## src/rtl/wake_agg_pkg.sv

```systemverilog
package wake_agg_pkg;
  // Strobes from the decode control to the register datapath
  typedef struct packed {
    logic wrSts;
    logic wrEn;
    logic rdSts;
    logic rdEn;
  } regStrobe_t;
endpackage

```

## src/rtl/wake_agg_ctrl.sv

```systemverilog
module wake_agg_ctrl
  import wake_agg_pkg::*;
#(
  parameter int ADDR_W  = 8,
  parameter int STS_OFS = 0,
  parameter int EN_OFS  = 4
) (
  input  logic [ADDR_W-1:0] regAddr,
  input  logic              regWrite,
  input  logic              regRead,
  output regStrobe_t        strb
);
  localparam logic [ADDR_W-1:0] StsAddr = ADDR_W'(STS_OFS);
  localparam logic [ADDR_W-1:0] EnAddr  = ADDR_W'(EN_OFS);

  logic hitSts;
  logic hitEn;

  always_comb begin
    hitSts     = (regAddr == StsAddr);
    hitEn      = (regAddr == EnAddr);
    strb.wrSts = regWrite && hitSts;
    strb.wrEn  = regWrite && hitEn;
    strb.rdSts = regRead && hitSts;
    strb.rdEn  = regRead && hitEn;
  end
endmodule

```

## src/rtl/wake_agg_dp.sv

```systemverilog
module wake_agg_dp
  import wake_agg_pkg::*;
#(
  parameter int NUM_BYTES = 4,
  parameter int DATA_W    = 8
) (
  input  logic                     clk,
  input  logic                     rstN,
  input  logic [NUM_BYTES*8-1:0]   childStatus,
  input  logic [NUM_BYTES*8-1:0]   childEnable,
  input  regStrobe_t               strb,
  input  logic                     wrBit0,
  output logic [DATA_W-1:0]        rdData,
  output logic                     stsBit,
  output logic                     enBit,
  output logic                     anyActive
);
  localparam int NumEvents = NUM_BYTES * 8;

  logic [NUM_BYTES-1:0] byteActive;

  // One reduction per child byte, then across bytes
  for (genvar b = 0; b < NUM_BYTES; b++) begin : g_byte
    assign byteActive[b] = |(childStatus[b*8 +: 8] & childEnable[b*8 +: 8]);
  end
  assign anyActive = |byteActive;

  logic clrReq;
  assign clrReq = strb.wrSts && wrBit0;

  // Sticky status: set condition has priority over a clear
  always_ff @(posedge clk or negedge rstN) begin
    if (!rstN) begin
      stsBit <= 1'b0;
    end else if (anyActive) begin
      stsBit <= 1'b1;
    end else if (clrReq) begin
      stsBit <= 1'b0;
    end
  end

  always_ff @(posedge clk or negedge rstN) begin
    if (!rstN) begin
      enBit <= 1'b0;
    end else if (strb.wrEn) begin
      enBit <= wrBit0;
    end
  end

  // Reserved bits are constant zero
  always_comb begin
    rdData = '0;
    if (strb.rdSts) rdData[0] = stsBit;
    if (strb.rdEn)  rdData[0] = enBit;
  end

  logic [NumEvents-1:0] unusedDummy;
  assign unusedDummy = '0;

  assert_set_on_event_R2: assert property (@(posedge clk) disable iff (!rstN)
    anyActive |=> stsBit);

  assert_sticky_hold_R3: assert property (@(posedge clk) disable iff (!rstN)
    (stsBit && !clrReq) |=> stsBit);

  assert_clear_effect_R4: assert property (@(posedge clk) disable iff (!rstN)
    (clrReq && !anyActive) |=> !stsBit);

  assert_zero_write_R6: assert property (@(posedge clk) disable iff (!rstN)
    (strb.wrSts && !wrBit0 && !stsBit && !anyActive) |=> !stsBit);

  assert_enable_load_R7: assert property (@(posedge clk) disable iff (!rstN)
    strb.wrEn |=> (enBit == $past(wrBit0)));
endmodule

```

## src/rtl/wake_agg_top.sv

```systemverilog
module wake_agg_top
  import wake_agg_pkg::*;
#(
  parameter int NUM_BYTES = 4,
  parameter int ADDR_W    = 8,
  parameter int DATA_W    = 8,
  parameter int STS_OFS   = 0,
  parameter int EN_OFS    = 4
) (
  input  logic                   clk,
  input  logic                   rstN,
  input  logic [NUM_BYTES*8-1:0] childStatus,
  input  logic [NUM_BYTES*8-1:0] childEnable,
  input  logic [ADDR_W-1:0]      regAddr,
  input  logic [DATA_W-1:0]      regWdata,
  input  logic                   regWrite,
  input  logic                   regRead,
  output logic [DATA_W-1:0]      regRdata,
  output logic                   irqOut
);
  regStrobe_t strb;
  logic stsBit;
  logic enBit;
  logic anyActive;

  // Only bit 0 of the write data is mapped
  logic unusedWdata;
  assign unusedWdata = ^regWdata[DATA_W-1:1];

  wake_agg_ctrl #(
    .ADDR_W (ADDR_W),
    .STS_OFS(STS_OFS),
    .EN_OFS (EN_OFS)
  ) ctrl_i (
    .regAddr (regAddr),
    .regWrite(regWrite),
    .regRead (regRead),
    .strb    (strb)
  );

  wake_agg_dp #(
    .NUM_BYTES(NUM_BYTES),
    .DATA_W   (DATA_W)
  ) dp_i (
    .clk        (clk),
    .rstN       (rstN),
    .childStatus(childStatus),
    .childEnable(childEnable),
    .strb       (strb),
    .wrBit0     (regWdata[0]),
    .rdData     (regRdata),
    .stsBit     (stsBit),
    .enBit      (enBit),
    .anyActive  (anyActive)
  );

  assign irqOut = stsBit && enBit;

  assert_irq_drop_on_disable_R8: assert property (@(posedge clk) disable iff (!rstN)
    (regWrite && regAddr == ADDR_W'(EN_OFS) && !regWdata[0]) |=> !irqOut);

  assert_irq_drop_on_clear_R8: assert property (@(posedge clk) disable iff (!rstN)
    (regWrite && regAddr == ADDR_W'(STS_OFS) && regWdata[0] && !anyActive) |=> !irqOut);
endmodule

```

## config.mk

```make
export PLATFORM = sky130hd
export DESIGN_NAME = wake_agg_top
export DESIGN_NICKNAME = d
export VERILOG_FILES = /design/src/rtl/wake_agg_pkg.sv /design/src/rtl/wake_agg_ctrl.sv /design/src/rtl/wake_agg_dp.sv /design/src/rtl/wake_agg_top.sv
export SDC_FILE = /design/constraint.sdc
export NUM_CORES = 1
export LEC_CHECK = 0
export ABC_AREA = 1
export ABC_CLOCK_PERIOD_IN_PS = 1700
export BUFFER_PORTS_ARGS = -buffer_cell sky130_fd_sc_hd__buf_2
export CORE_MARGIN = 2
export CORE_UTILIZATION = 27
export DETAILED_ROUTE_END_ITERATION = 10
export GPL_TIMING_DRIVEN = 0
export PLACE_DENSITY = 0.85
export SLEW_MARGIN = 20
export SYNTH_ARGS = -nofsm -noshare
export SYNTH_HDL_FRONTEND = slang
export SYNTH_SLANG_ARGS = --single-unit
```

## constraint.sdc

```tcl
create_clock -name clk -period 1.7 [get_ports clk]
set_clock_uncertainty 0.2 [all_clocks]
set_input_delay 0.085 -clock clk [delete_from_list [all_inputs] [get_ports clk]]
set_output_delay 0.085 -clock clk [all_outputs]
set_load 0.005 [all_outputs]
```

==> out/qor.yml <==
run_status:
  status: "finished clean"
route:
  wl_met3_um: 183
  drc_errors: 0
  post_drt_wl_per_cell_um: 7.27
  wl_met1_um: 543
  vias: 835
  top_layer_used: "met3"
  vias_per_cell: 4.07
  wl_met2_um: 763
  firstDrtPassIters: 3
  ant_nets: 0
  wl_um: 1490
  detail_route.iter0.violations: 1
power:
  p_sw_w: 0.0000903
  pwr_density_cell_mw_per_mm2: 327
  internal_power_w: 0.000228
  combPwrFrac_pct: 51.8
  pwr-share-seq_pct: 15.6
  leakagePower_nw: 0.653
  vdd_drop_max_v: 0.000182
  switching_share_pct: 28.3
  clock_power_share_pct: 32.6
job:
  cap_violations: 0
sta:
  setup_viol: 0
  period_needed_ps: 1500
  max_freq_mhz: 664
  timing.hold.ws_ps: 19.7
  slew_violations: 0
  post-route-period-util_pct: 88.5
  rsz0062_at_grt: "no"
  final_hold_viol_count: 0
  tns_ps: 0
worst_setup_path:
  required_ps: 1600
  crit_type: "primary input to register"
  path_cells: "dlygate4sd3_1 -> buf_2 -> inv_1 -> o21ai_1 -> dlygate4sd3_1"
  critPathLaunch: "regWdata[0]"
  crit_arrival_ps: 1400
  cpMaxStageDelayCell: "dlygate4sd3_1"
  crit_path_end_kind: "register"
  startpoint_type: "primary input"
  cp_max_fo: 2
  cp_top_family: "buffers and inverters"
  r2r_slack_ps: 330
  slowest_delay_ps: 550
  cp.buffers_inverters: 4
  r2r-start: "dp_i.enBit"
  cpMostUsedCell: "dlygate4sd3_1"
clock_tree:
  clock_sinks: 2
  numCtsBuffers: 3
  htree_levels: 1
  cts_tree: "yes"
  clk_latency_ps: 220
  post_cts_buffers: 0
  cts.clk_slew.worst_paths_ps: 30
  cts.path.max_buffers: 2
  post_cts_resized: 0
  root_buffer: "clkbuf_4"
global_routing:
  grt_usage_pct: 13.9
  grt_pass1_wl_um: 2210
  gr-total-overflow: 0
  grt_max_degree: 4
  antenna_found_initial: 0
  grt_pass1_vias: 683
finish:
  fin_nets: 274
  area_growth_pct: 104
  finalNonFillerCells: 205
  diodes: 0
  drive_gt1_share_pct: 50.0
synth:
  ys_warn_count: 0
  synth_area_um2: 478
  avgSynthCellArea_um2: 4.93
  ys_seq_area_share_pct: 10.5
  synth_cells: 97
  ys_ff_latch: 2
  synthDistinctLibCells: 15
floorplanning:
  die_w_um: 46.1
  die_h_um: 46.1
  rows: 15
  num_io_pins: 93
  core_area_mm2: 0.00169
  die_area_mm2: 0.00212
  start_util_pct: 28.3
placed_design:
  place_inst: 198
  io_buffers: 78
  place.gp.congestion: 0.693
  dp_hpwl_um: 1370
min_path:
  worstHoldPathType: "primary input to register"
  min_from: "childEnable[12]"
==> timing repair <==
item / in CTS / in global routing
endpoints found under the setup margin: 0 / 0
hold endpoints to repair: 3 / 0
hold buffers: 4 / 0
==> state kept, by name, summed over array words and instances (netlist names) <==
register	flops
dp_i.stsBit	1
dp_i.enBit	1
==> per-stage QoR <==
stage	power, W	area, um^2	setup slack [ps]	util, %
3_5_place_dp	0.000209	912	605	54.0
5_1_grt	0.000358	975	175	57.7
3_3_place_gp	0.000206	912	634	54.0
2_1_floorplan	0.000114	500	811	-
6_report	0.000319	975	195	57.7
4_1_cts	0.000328	975	207	57.7
==> layout make-up <==
| type | instances | area (um^2) |
|---|---|---|
| well taps | 17 | 21.3 |
| repair buffers | 82 | 430 |
| plain buffers | 7 | 52.6 |
| flip-flops and latches | 2 | 50.0 |
| clock buffers | 3 | 22.5 |
| multi-input cells | 90 | 383 |
| fillers | 177 | 714 |
| inverters | 4 | 15.0 |
==> worst paths after layout <==
kind	endpoint	depth (start not counted)
worst max-delay path	dp_i.enBit	5
worst min-delay path	dp_i.stsBit	7
worst max register to register	dp_i.enBit	3
worst min register to register	dp_i.stsBit	2
max in group asynchronous	dp_i.stsBit	3
min in group asynchronous	dp_i.enBit	3
==> power by group through the flow <==
| stage | sequential, W | clock (W) | combinational (W) |
|---|---|---|---|
| after floorplan | 0.0000502 | 0 | 0.0000641 |
| after global placement | 0.0000503 | 0 | 0.000156 |
| after global routing | 0.0000500 | 0.000120 | 0.000188 |
| after detailed placement | 0.0000503 | 0 | 0.000159 |
| final | 0.0000498 | 0.000104 | 0.000165 |
| after CTS | 0.0000498 | 0.000111 | 0.000166 |
==> worst register-to-register path, stage by stage, from the launching register on <==
cell and delay, ps:
dfrtp_1 370, nand2_1 60, o21ai_1 50, dlygate4sd3_1 550
==> routing by layer <==
metal / vias up / GRT usage (%)
li1: 464 / -
met1: 320 / 13.4
met2: 51 / 27.8
met3: 0 / 3.14
met4: 0 / 5.14
met5: - / 0
==> layout by cell type (no fill, tap or decap), drive strengths merged <==
cell         Yosys  final
buf              7     85
nand2           60     60
o2111ai          1      1
nor2            17     17
conb             1      7
clkbuf           0      3
dfrtp            2      2
nor3             1      1
nand3            2      2
o21ai            1      1
inv              4      4
nand3b           1      1
dlygate4sd3      0      4
==> cell usage after synthesis <==
cell type	count	share of area, %
inv_1	4	3.1
nand2_2	1	1.3
buf_4	7	11
o2111ai_1	1	1.8
nand2_1	59	46
nor2_4	1	2.4
conb_1	1	0.78
nor2_1	14	11
nand3b_1	1	1.6
nand3_2	1	2.1
dfrtp_1	2	10
nor2_2	2	2.6
nand3_1	1	1.0
o21ai_1	1	1.0
nor3_4	1	3.4
==> cell families after synthesis <==
| kind of cell | Yosys count | share of synthesized area (%) |
|---|---|---|
| buf+inv | 11 | 14.1 |
| compound gates | 2 | 2.88 |
| simple gates | 81 | 71.7 |
| flops | 2 | 10.5 |
| other cells | 1 | 0.785 |
Power figures use the tool's default switching activity.
